--- src/rtl/tpm_pkg.sv ---
package tpm_pkg;

    typedef enum logic [1:0] {
        MD_ENC  = 2'b00,
        MD_DEC1 = 2'b01,
        MD_DEC2 = 2'b10
    } mode_e;

    typedef enum logic [2:0] {
        ST_IDLE,
        ST_LOAD,
        ST_MUL,
        ST_ADD,
        ST_RED,
        ST_FIN
    } state_e;

    typedef enum logic [1:0] {
        RING_HOLD,
        RING_SHIFT,
        RING_ROTR,
        RING_ROTL
    } ring_op_e;

    localparam logic [1:0] TRIT_ZERO = 2'b00;
    localparam logic [1:0] TRIT_POS  = 2'b01;
    localparam logic [1:0] TRIT_NEG  = 2'b11;

endpackage

--- src/rtl/tpm_ring.sv ---
module tpm_ring
    import tpm_pkg::*;
#(
    parameter int N = 11,
    parameter int W = 7
) (
    input  logic         clk,
    input  logic         rst_n,
    input  ring_op_e     op,
    input  logic [W-1:0] din,
    output logic [W-1:0] head
);

    logic [W-1:0] cell_q [N];
    logic [W-1:0] cell_d [N];

    for (genvar i = 0; i < N; i++) begin : g_cell
        localparam int UP = (i + 1) % N;
        localparam int DN = (i + N - 1) % N;
        always_comb begin
            case (op)
                RING_SHIFT: cell_d[i] = (i == N - 1) ? din : cell_q[UP];
                RING_ROTR:  cell_d[i] = cell_q[DN];
                RING_ROTL:  cell_d[i] = cell_q[UP];
                default:    cell_d[i] = cell_q[i];
            endcase
        end
    end

    always_ff @(posedge clk or negedge rst_n) begin
        if (!rst_n) cell_q <= '{default: '0};
        else        cell_q <= cell_d;
    end

    assign head = cell_q[0];


    hold_keeps_head_chk: assert property (@(posedge clk) disable iff (!rst_n)
        (op == RING_HOLD) |=> $stable(head));

endmodule

--- src/rtl/tpm_mac.sv ---
module tpm_mac
    import tpm_pkg::*;
#(
    parameter int CW = 7
) (
    input  logic          clk,
    input  logic          rst_n,
    input  logic          clr,
    input  logic          en_mul,
    input  logic          en_add,
    input  logic [CW-1:0] opnd,
    input  logic [1:0]    trit,
    input  logic [1:0]    msg,
    output logic [CW-1:0] acc
);

    logic [CW-1:0] acc_d, acc_q;
    logic [1:0]    sel;
    logic [CW-1:0] addend;

    always_comb begin
        sel    = en_add ? msg : trit;
        addend = en_add ? CW'(1) : opnd;
        acc_d  = acc_q;
        if (clr) begin
            acc_d = '0;
        end else if (en_mul || en_add) begin
            case (sel)
                TRIT_POS: acc_d = acc_q + addend;
                TRIT_NEG: acc_d = acc_q - addend;
                default:  acc_d = acc_q;
            endcase
        end
    end

    always_ff @(posedge clk or negedge rst_n) begin
        if (!rst_n) acc_q <= '0;
        else        acc_q <= acc_d;
    end

    assign acc = acc_q;


    single_update_chk: assert property (@(posedge clk) disable iff (!rst_n)
        !(en_mul && en_add) && !(clr && (en_mul || en_add)));

endmodule

--- src/rtl/tpm_mod3.sv ---
module tpm_mod3
    import tpm_pkg::*;
#(
    parameter int VW = 7
) (
    input  logic          clk,
    input  logic          rst_n,
    input  logic          start,
    input  logic [VW-1:0] val,
    output logic          busy,
    output logic [1:0]    trit
);

    localparam int STEPS = VW + 3;
    localparam int PW    = $clog2(STEPS);
    localparam logic [PW-1:0] PH_LAST_BIT = PW'(VW);
    localparam logic [PW-1:0] PH_SIGN     = PW'(VW + 1);

    typedef struct packed {
        logic [PW-1:0] phase;
        logic [VW-1:0] mag;
        logic [1:0]    rem;
        logic          neg;
        logic [1:0]    trit;
    } red_t;

    red_t s_d, s_q;
    logic [2:0] dbl;

    always_comb begin
        s_d = s_q;
        dbl = {s_q.rem, 1'b0} + {2'b00, s_q.mag[VW-1]};
        if (s_q.phase == '0) begin
            if (start) begin
                s_d.neg   = val[VW-1];
                s_d.mag   = val[VW-1] ? (~val + 1'b1) : val;
                s_d.rem   = 2'd0;
                s_d.phase = PW'(1);
            end
        end else if (s_q.phase <= PH_LAST_BIT) begin
            s_d.rem   = (dbl >= 3'd3) ? 2'(dbl - 3'd3) : dbl[1:0];
            s_d.mag   = s_q.mag << 1;
            s_d.phase = s_q.phase + 1'b1;
        end else if (s_q.phase == PH_SIGN) begin
            if (s_q.neg && s_q.rem != 2'd0) s_d.rem = 2'd3 - s_q.rem;
            s_d.phase = s_q.phase + 1'b1;
        end else begin
            case (s_q.rem)
                2'd0:    s_d.trit = TRIT_ZERO;
                2'd1:    s_d.trit = TRIT_POS;
                default: s_d.trit = TRIT_NEG;
            endcase
            s_d.phase = '0;
        end
    end

    always_ff @(posedge clk or negedge rst_n) begin
        if (!rst_n) s_q <= '0;
        else        s_q <= s_d;
    end

    assign busy = (s_q.phase != '0);
    assign trit = s_q.trit;


    start_when_idle_chk: assert property (@(posedge clk) disable iff (!rst_n)
        start |-> !busy);


    trit_code_valid_chk: assert property (@(posedge clk) disable iff (!rst_n)
        trit != 2'b10);

endmodule

--- src/rtl/tern_poly_mul.sv ---
module tern_poly_mul
    import tpm_pkg::*;
#(
    parameter int N  = 11,
    parameter int CW = 7,
    parameter int IW = 8
) (
    input  logic          clk,
    input  logic          rst_n,
    input  logic          start,
    input  logic [1:0]    mode,
    input  logic [CW-1:0] coef_in,
    input  logic [1:0]    trit_in,
    input  logic [1:0]    msg_in,
    input  logic [CW-1:0] pub_key,
    input  logic [1:0]    priv_trit,
    input  logic [CW-1:0] inv_key,
    output logic [IW-1:0] tab_idx,
    output logic [IW-1:0] in_idx,
    output logic          ld_req,
    output logic          msg_req,
    output logic          busy,
    output logic [CW-1:0] result,
    output logic [IW-1:0] res_idx,
    output logic          done
);

    localparam int RED_CYC = CW + 3;
    localparam int RW      = $clog2(RED_CYC);
    localparam logic [IW-1:0] LAST    = IW'(N - 1);
    localparam logic [RW-1:0] RED_END = RW'(RED_CYC - 1);

    typedef struct packed {
        state_e        st;
        mode_e         md;
        logic [IW-1:0] k;
        logic [IW-1:0] j;
        logic [RW-1:0] red;
        logic [CW-1:0] res;
        logic [IW-1:0] ridx;
        logic          done;
    } ctl_t;

    ctl_t c_d, c_q;

    logic [CW-1:0] acc, opnd, rr_head;
    logic [1:0]    n2_head, trit_op, n2_din, red_trit;
    ring_op_e      n2_op, rr_op;
    logic          mac_clr, en_mul, en_add, red_start, red_busy;

    // control sequencer
    always_comb begin
        c_d      = c_q;
        c_d.done = 1'b0;
        case (c_q.st)
            ST_IDLE: begin
                if (start && mode != 2'b11) begin
                    c_d.md = mode_e'(mode);
                    c_d.j  = '0;
                    c_d.k  = '0;
                    c_d.st = (mode == MD_DEC2) ? ST_MUL : ST_LOAD;
                end
            end
            ST_LOAD: begin
                if (c_q.j == LAST) begin
                    c_d.j  = '0;
                    c_d.st = ST_MUL;
                end else begin
                    c_d.j = c_q.j + 1'b1;
                end
            end
            ST_MUL: begin
                if (c_q.j == LAST) begin
                    c_d.j   = '0;
                    c_d.red = '0;
                    c_d.st  = (c_q.md == MD_ENC) ? ST_ADD : ST_RED;
                end else begin
                    c_d.j = c_q.j + 1'b1;
                end
            end
            ST_ADD: c_d.st = ST_FIN;
            ST_RED: begin
                if (c_q.red == RED_END) c_d.st = ST_FIN;
                else                    c_d.red = c_q.red + 1'b1;
            end
            ST_FIN: begin
                if (c_q.md != MD_DEC1) begin
                    c_d.done = 1'b1;
                    c_d.ridx = c_q.k;
                    if (c_q.md == MD_ENC) begin
                        c_d.res = acc;
                    end else begin
                        case (red_trit)
                            TRIT_POS: c_d.res = CW'(1);
                            TRIT_NEG: c_d.res = '1;
                            default:  c_d.res = '0;
                        endcase
                    end
                end
                if (c_q.k == LAST) begin
                    c_d.st = ST_IDLE;
                end else begin
                    c_d.k  = c_q.k + 1'b1;
                    c_d.st = ST_MUL;
                end
            end
            default: c_d.st = ST_IDLE;
        endcase
    end

    always_ff @(posedge clk or negedge rst_n) begin
        if (!rst_n) begin
            c_q    <= '0;
            c_q.st <= ST_IDLE;
            c_q.md <= MD_ENC;
        end else begin
            c_q <= c_d;
        end
    end

    // operand routing per mode
    always_comb begin
        case (c_q.md)
            MD_ENC:  opnd = pub_key;
            MD_DEC1: opnd = rr_head;
            default: opnd = inv_key;
        endcase
        trit_op   = (c_q.md == MD_DEC1) ? priv_trit : n2_head;
        n2_op     = RING_HOLD;
        rr_op     = RING_HOLD;
        n2_din    = trit_in;
        case (c_q.st)
            ST_LOAD: begin
                if (c_q.md == MD_ENC)  n2_op = RING_SHIFT;
                if (c_q.md == MD_DEC1) rr_op = RING_SHIFT;
            end
            ST_MUL: begin
                if (c_q.md == MD_DEC1) rr_op = RING_ROTR;
                else                   n2_op = RING_ROTR;
            end
            ST_FIN: begin
                if (c_q.md == MD_DEC1) begin
                    rr_op  = RING_ROTL;
                    n2_op  = RING_SHIFT;
                    n2_din = red_trit;
                end else begin
                    n2_op = RING_ROTL;
                end
            end
            default: ;
        endcase
        mac_clr   = (c_q.st == ST_IDLE) || (c_q.st == ST_FIN);
        en_mul    = (c_q.st == ST_MUL);
        en_add    = (c_q.st == ST_ADD);
        red_start = (c_q.st == ST_RED) && (c_q.red == '0);
    end

    tpm_ring #(.N(N), .W(2)) u_tern_ring (
        .clk(clk), .rst_n(rst_n), .op(n2_op), .din(n2_din), .head(n2_head)
    );

    tpm_ring #(.N(N), .W(CW)) u_coef_ring (
        .clk(clk), .rst_n(rst_n), .op(rr_op), .din(coef_in), .head(rr_head)
    );

    tpm_mac #(.CW(CW)) u_mac (
        .clk(clk), .rst_n(rst_n), .clr(mac_clr), .en_mul(en_mul), .en_add(en_add),
        .opnd(opnd), .trit(trit_op), .msg(msg_in), .acc(acc)
    );

    tpm_mod3 #(.VW(CW)) u_mod3 (
        .clk(clk), .rst_n(rst_n), .start(red_start), .val(acc),
        .busy(red_busy), .trit(red_trit)
    );

    assign tab_idx = c_q.j;
    assign in_idx  = (c_q.st == ST_LOAD) ? c_q.j : c_q.k;
    assign ld_req  = (c_q.st == ST_LOAD);
    assign msg_req = (c_q.st == ST_ADD);
    assign busy    = (c_q.st != ST_IDLE);
    assign result  = c_q.res;
    assign res_idx = c_q.ridx;
    assign done    = c_q.done;


    no_done_pass_one_chk: assert property (@(posedge clk) disable iff (!rst_n)
        done |-> (c_q.md != MD_DEC1));


    req_exclusive_chk: assert property (@(posedge clk) disable iff (!rst_n)
        !(ld_req && msg_req));


    tab_idx_range_chk: assert property (@(posedge clk) disable iff (!rst_n)
        tab_idx < IW'(N));


    reducer_finished_chk: assert property (@(posedge clk) disable iff (!rst_n)
        (c_q.st == ST_FIN && c_q.md != MD_ENC) |-> !red_busy);


    mode_held_chk: assert property (@(posedge clk) disable iff (!rst_n)
        (c_q.st != ST_IDLE) |=> $stable(c_q.md));


    done_single_chk: assert property (@(posedge clk) disable iff (!rst_n)
        done |=> !done);

endmodule

--- config.mk ---
export PLATFORM = sky130hd
export DESIGN_NAME = tern_poly_mul
export DESIGN_NICKNAME = d
export VERILOG_FILES = /design/src/rtl/tpm_pkg.sv /design/src/rtl/tpm_ring.sv /design/src/rtl/tpm_mac.sv /design/src/rtl/tpm_mod3.sv /design/src/rtl/tern_poly_mul.sv
export SDC_FILE = /design/constraint.sdc
export NUM_CORES = 1
export LEC_CHECK = 0
export BUFFER_PORTS_ARGS = -buffer_cell sky130_fd_sc_hd__buf_2
export CAP_MARGIN = 0
export CORE_UTILIZATION = 55
export DETAILED_ROUTE_END_ITERATION = 8
export PLACE_DENSITY = 0.85
export SLEW_MARGIN = 20
export SYNTH_ARGS = -nofsm -noshare
export SYNTH_HDL_FRONTEND = slang
export SYNTH_SLANG_ARGS = --single-unit
--- constraint.sdc ---
create_clock -name clk -period 4.8 [get_ports clk]
set_clock_uncertainty 0.1 [all_clocks]
set_input_delay 0.96 -clock clk [delete_from_list [all_inputs] [get_ports clk]]
set_output_delay 0.96 -clock clk [all_outputs]
set_load 0.1 [all_outputs]
## Word level (Yosys, flattened, before mapping)

Cells that the tools add are included.

- Muxes and demuxes: 70
- Magnitude comparators: 2
- Equality and inequality tests: 31
- $add $sub $neg: 10
- Bitwise logic cells: 4
- Reduce and logical (&&, ||, !) cells: 38

Operators by type and width:

| cell | count |
|---|---|
| one-hot mux 7 bit (2 select lines) | 13 |
| one-hot mux 2 bit (2 select lines) | 11 |
| 2-to-1 mux 7 bit | 6 |
| one-hot mux 8 bit (2 select lines) | 2 |
| 2-to-1 mux 2 bit | 14 |
| 2-to-1 mux 8 bit | 3 |
| 2-to-1 mux 21 bit | 1 |
| one-hot mux 7 bit (3 select lines) | 1 |
| one-hot mux 2 bit (3 select lines) | 3 |
| one-hot mux 3 bit (6 select lines) | 1 |
| nonzero test 3 bit | 6 |
| adder 8 x 1 -> 8 bit (second input constant) | 2 |
| equality test 8 x 4 -> 1 bit (second input constant) | 2 |
| 2-to-1 mux 4 bit | 4 |
| nonzero test 2 bit | 8 |
| equality test 2 bit (second input constant) | 7 |
| 2-to-1 mux 14 bit | 1 |
| inequality test 2 bit (second input constant) | 7 |
| 2-to-1 mux 13 bit | 1 |
| equality test 2 x 1 -> 1 bit (second input constant) | 6 |
| 2-to-1 mux 3 bit | 4 |
| AND reduction 2 bit | 6 |
| AND reduction 3 bit | 4 |
| adder 4 x 1 -> 4 bit (second input constant) | 2 |
| 24 further kinds | 40 |

- Logic and storage cells: 191
- Flip-flop bits (word level): 163
- Input bits: 32

## Logic depth before layout (Yosys ltp)

- Word-level depth: 7
- Depth in mapped cells: 15
- Mapped depth without buffers: 15

## Modules after synthesis

From an unflattened synthesis, not the netlist that was laid out.

- Cells, all modules: 917
- Area total of the unflattened synthesis: 9061.2 um2

Modules (own cells, without submodules):

| module | seq. area each (um2) | area an instance (um2) | instances | cells each |
|---|---|---|---|---|
| tpm_ring at u_coef_ring | 1926.8 | 3662.3 | 1 | 326 |
| tern_poly_mul | 1026.0 | 2665.1 | 1 | 303 |
| tpm_ring at u_tern_ring | 550.5 | 1054.8 | 1 | 94 |
| tpm_mod3 | 400.4 | 943.4 | 1 | 99 |
| tpm_mac | 175.2 | 735.7 | 1 | 95 |

## Worst setup path before layout

Ideal clock, no wire load.

- Path type: reg2out
- From: register c_q[39] (netlist bit)
- To: output in_idx[0]
- Arrival: 3.714 ns
- Stages on the path, launching flop included: 6
- Path slack: 0.026 ns
- Path through: dfrtp_1 buf_2 nand2b_1 nor2_1 buf_1 o21ai_0

- Longest elaborated chain between the ends: 2

RTL lines:

| element | RTL line | source |
|---|---|---|
| from (decl) | tern_poly_mul.sv:44 | `ctl_t c_d, c_q;` |
| equality test 3 x 1 -> 1 bit | -- |  |
| net ld_req | tern_poly_mul.sv:20 | `output logic ld_req,` |
| 2-to-1 mux 8 bit | tern_poly_mul.sv:177 | `assign in_idx = (c_q.st == ST_LOAD) ? c_q.j : c_q.k;` |
| to (decl) | tern_poly_mul.sv:19 | `output logic [IW-1:0] in_idx,` |

The timed path passes the listed nets, and every way through them passes these cells.

## Final worst setup path

- From: register c_q[38] (netlist bit)
- To: output in_idx[6]

- Longest elaborated chain between the ends: 2

RTL lines:

| element | RTL line |
|---|---|
| equality test 3 x 1 -> 1 bit | tern_poly_mul.sv:177 |
| 2-to-1 mux 8 bit | tern_poly_mul.sv:177 |

No other way between the ends.

==> results.sh <==
export IMPL_detail_route_antenna_nets=0
export IMPL_rrSetupSlack_ns=1.03
export IMPL_synth_warnings=0
export IMPL_synthAdderAreaFrac=0.0276
export IMPL_drt_pass1_iter_count=5
export IMPL_synth_xor_area_frac=0.0218
export IMPL_report_final_slew_viol_count=0
export IMPL_grt_pass1_vias=6311
export IMPL_p_sw_frac=0.451
export IMPL_synthArstFlopShare=1.00
export IMPL_clock_path_buffers=2
export IMPL_synth_seq_cells=163
export IMPL_netlist_area_leader_share=0.484
export IMPL_yosys_area_top_type="dfrtp_1"
export IMPL_clock_sinks=163
export IMPL_synth_compound_area_frac=0.174
export IMPL_dieArea_um2=15800
export IMPL_p_leak_nw=4.63
export IMPL_grt_max_degree=97
export IMPL_outcome="complete, no violations"
export IMPL_endpoint="in_idx[6]"
export IMPL_cts_setup_buffers=0
export IMPL_tns_ns=0
export IMPL_min_from="u_mod3.s_q[8]"
export IMPL_whs_path_depth=2
export IMPL_syn_avg_cell_area_um2=9.08
export IMPL_maxCapViolCount=0
export IMPL_clk_latency_ns=0.43
export IMPL_yosys_area_share_simple=0.192
export IMPL_antenna_found_initial=1
export IMPL_synthMuxAreaShare=0.0474
export IMPL_drc=0
export IMPL_worst_slew_pin_slew_ns=0.946
export IMPL_min_period_ns=3.85
export IMPL_place_hpwl_um=12500
export IMPL_grt_pass1_wl_um=31100
export IMPL_endpoint_kind="output port"
export IMPL_place_area_um2=8680
export IMPL_synth_most_common_cell="nand2_1"
export IMPL_r2r_cells=13
export IMPL_synth_cells=927
export IMPL_post_cts_resized=0
export IMPL_period_share=0.801
export IMPL_vdd_drop_max_v=0.000395
export IMPL_drt_initial_drc_count=628
export IMPL_rows=44
export IMPL_post_drt_wl_per_cell_um=16.4
export IMPL_arrival_ns=2.79
export IMPL_cell_internal_pwr_mw=3.45
export IMPL_hold_class="reg -> reg"
export IMPL_ys_top_cells_by_count="nand2_1, dfrtp_1, a22oi_1, nor2_1, o21ai_0"
export IMPL_die_h_um=126
export IMPL_htree_levels=4
export IMPL_critPathMaxStageDelay_ns=0.76
export IMPL_core_um2=14800
export IMPL_cp_max_fo=17
export IMPL_setup_viol=0
export IMPL_ios=67
export IMPL_synth_area_top_cells="dfrtp_1, nand2_1, a22oi_1"
export IMPL_routed_via_density=5.94
export IMPL_portBuffers=66
export IMPL_nets=998
export IMPL_rsz0062_at_grt="false"
export IMPL_overflow=0
export IMPL_synth_top_flop_cell="dfrtp_1"
export IMPL_switchingPower_mw=2.83
export IMPL_r2r_start="c_q[36]"
export IMPL_slew_headroom=0.367
export IMPL_startpoint="c_q[38]"
export IMPL_rr_endpoint="u_mac.acc[6]"
export IMPL_synth_top_family_by_area="simple AND/OR/NAND/NOR gates"
export IMPL_die_x_um=126
export IMPL_pwr_share_seq=0.371
export IMPL_root_buffer="clkbuf_16"
export IMPL_final_hold_violation_count=0
export IMPL_final_area_um2=9270
export IMPL_synth_edf_count=0
export IMPL_path_class="reg -> out"
export IMPL_start_util=0.571
export IMPL_max_freq_ghz=0.260
export IMPL_clk_pin_slew_ns=0.06
export IMPL_worstPathRequired_ns=3.74
export IMPL_synth_seq_area_share=0.484
export IMPL_startpoint_type="flip-flop"
export IMPL_syn_num_nets=977
export IMPL_gp_congestion=0.841
export IMPL_syn_to_final_growth_pct=10.1
export IMPL_synth_area_um2=8420
export IMPL_fill_cells=1151
export IMPL_pwr_share_comb=0.416
export IMPL_synth_cell_type_count=53
export IMPL_track_usage=0.248
export IMPL_vias=6807
export IMPL_postCtsHoldBufs=0
export IMPL_powerDensity_nw_per_um2=678
export IMPL_layout_drive_gt1_share=0.149
export IMPL_crit_slowest_cell="nor2_1"
export IMPL_wl_um=18800
export IMPL_worstPathCellList="nand2b_1 -> nor2_1 -> mux2_2 -> buf_2"
export IMPL_clkPwrFrac=0.213
export IMPL_cts_made_buffers=17
export IMPL_cts_tree="built"
[through the flow]
| stage | worst slack, ns | util | cells | total power [mW] | hold WS (ns) |
|---|---|---|---|---|---|
| after detailed placement | 0.933 | 0.588 | 1113 | 4.91 | 0.378 |
| after global placement | 1.04 | 0.588 | 1113 | 4.80 | 0.371 |
| after global routing | 0.698 | 0.628 | 1146 | 6.69 | 0.418 |
| final | 0.954 | 0.628 | 1146 | 6.29 | 0.382 |
| after CTS | 0.966 | 0.627 | 1145 | 6.28 | 0.392 |
| after floorplan | 0.0264 | - | 927 | 4.41 | 0.350 |
[critical path, delay by kind of cell, from the launching register on]
kind                   cells  cell delay [ns]
muxes                      1             0.31
DFF                        1             0.64
buffers and inverters      1             0.42
and+or+nand+nor            2             0.98
[cells in the final DEF (no fill, tap or decap), types with 4 or more instances in the layout]
master     netlist  final
nand2_1        243    243
dfrtp_1        163    163
a22oi_1         99     99
buf_2            6     65
nor2_1          63     58
o21ai_0         41     41
a21oi_1         38     38
mux2_2          21     21
nand3_1         18     18
ha_1            17     17
clkbuf_16        0     17
inv_1           14     14
mux2i_1         14     14
xor2_1          12     12
nor2b_1         12     12
xnor2_1          9      9
nand2b_1         9      9
nor3_1           9      9
o21a_1           8      8
nand4_1          8      8
buf_4           24      8
o31ai_1          6      6
and3_1           6      6
o22ai_1          5      5
inv_6            0      5
or3_1            4      4
nor2_4           0      4
[sequential cells by signal (all words and copies together) (netlist names)]
name                cells
u_coef_ring.head        7
u_mod3.s_q             14
u_tern_ring.head        2
done                    1
u_tern_ring.cell_q     20
c_q                    17
u_coef_ring.cell_q     70
res_idx                 8
u_mac.acc               7
tab_idx                 8
u_mod3.trit             2
result                  7
[logic make-up (layout without fill, tap and decap cells)]
| kind of cell | count (synthesis) | in the layout |
|---|---|---|
| flip-flops | 163 | 163 |
| AO/OA/AOI/OAI | 219 | 219 |
| buffers and inverters | 86 | 120 |
| XOR/XNOR | 21 | 21 |
| adder cells (fa/ha/maj) | 18 | 18 |
| other | 0 | 1 |
| AND/OR/NAND/NOR | 384 | 384 |
| multiplexers | 36 | 36 |
[cell type report]
cell class                 instances  area, um^2  area share
sequential                       163        4080       0.440
multi-input combinational        678        3930       0.424
clock buffer                      20         457      0.0493
timing repair buffer              74         397      0.0428
tap                              184         230      0.0248
clock inverter                    12         119      0.0128
inverter                          14        52.6     0.00567
antenna                            1        2.50    0.000270
[routing by layer]
metal  up-vias  wire, um  global-route usage
met4         0       305              0.0702
met1      3329      8260               0.336
met2       207      9140               0.401
met5         -         0                   0
met3        26      1130              0.0586
li1       3245         -                   -
[power by group through the flow]
stage                     Combinational (mW)  Clock [mW]  Sequential, mW
after floorplan                         2.27           0            2.14
after global placement                  2.48           0            2.32
after detailed placement                2.57           0            2.33
after CTS                               2.61        1.35            2.31
after global routing                    2.89        1.42            2.39
final                                   2.62        1.34            2.33
[worst min path at each step]
stage	slack, ns	end
after global routing	0.42	res_idx[1]
after CTS	0.39	u_mod3.s_q[8]
final	0.38	u_mod3.s_q[8]
after floorplan	0.35	u_mod3.s_q[10]
after detailed placement	0.38	u_mod3.s_q[8]
after global placement	0.37	u_mod3.s_q[6]
(Power assumes the default switching activity.)
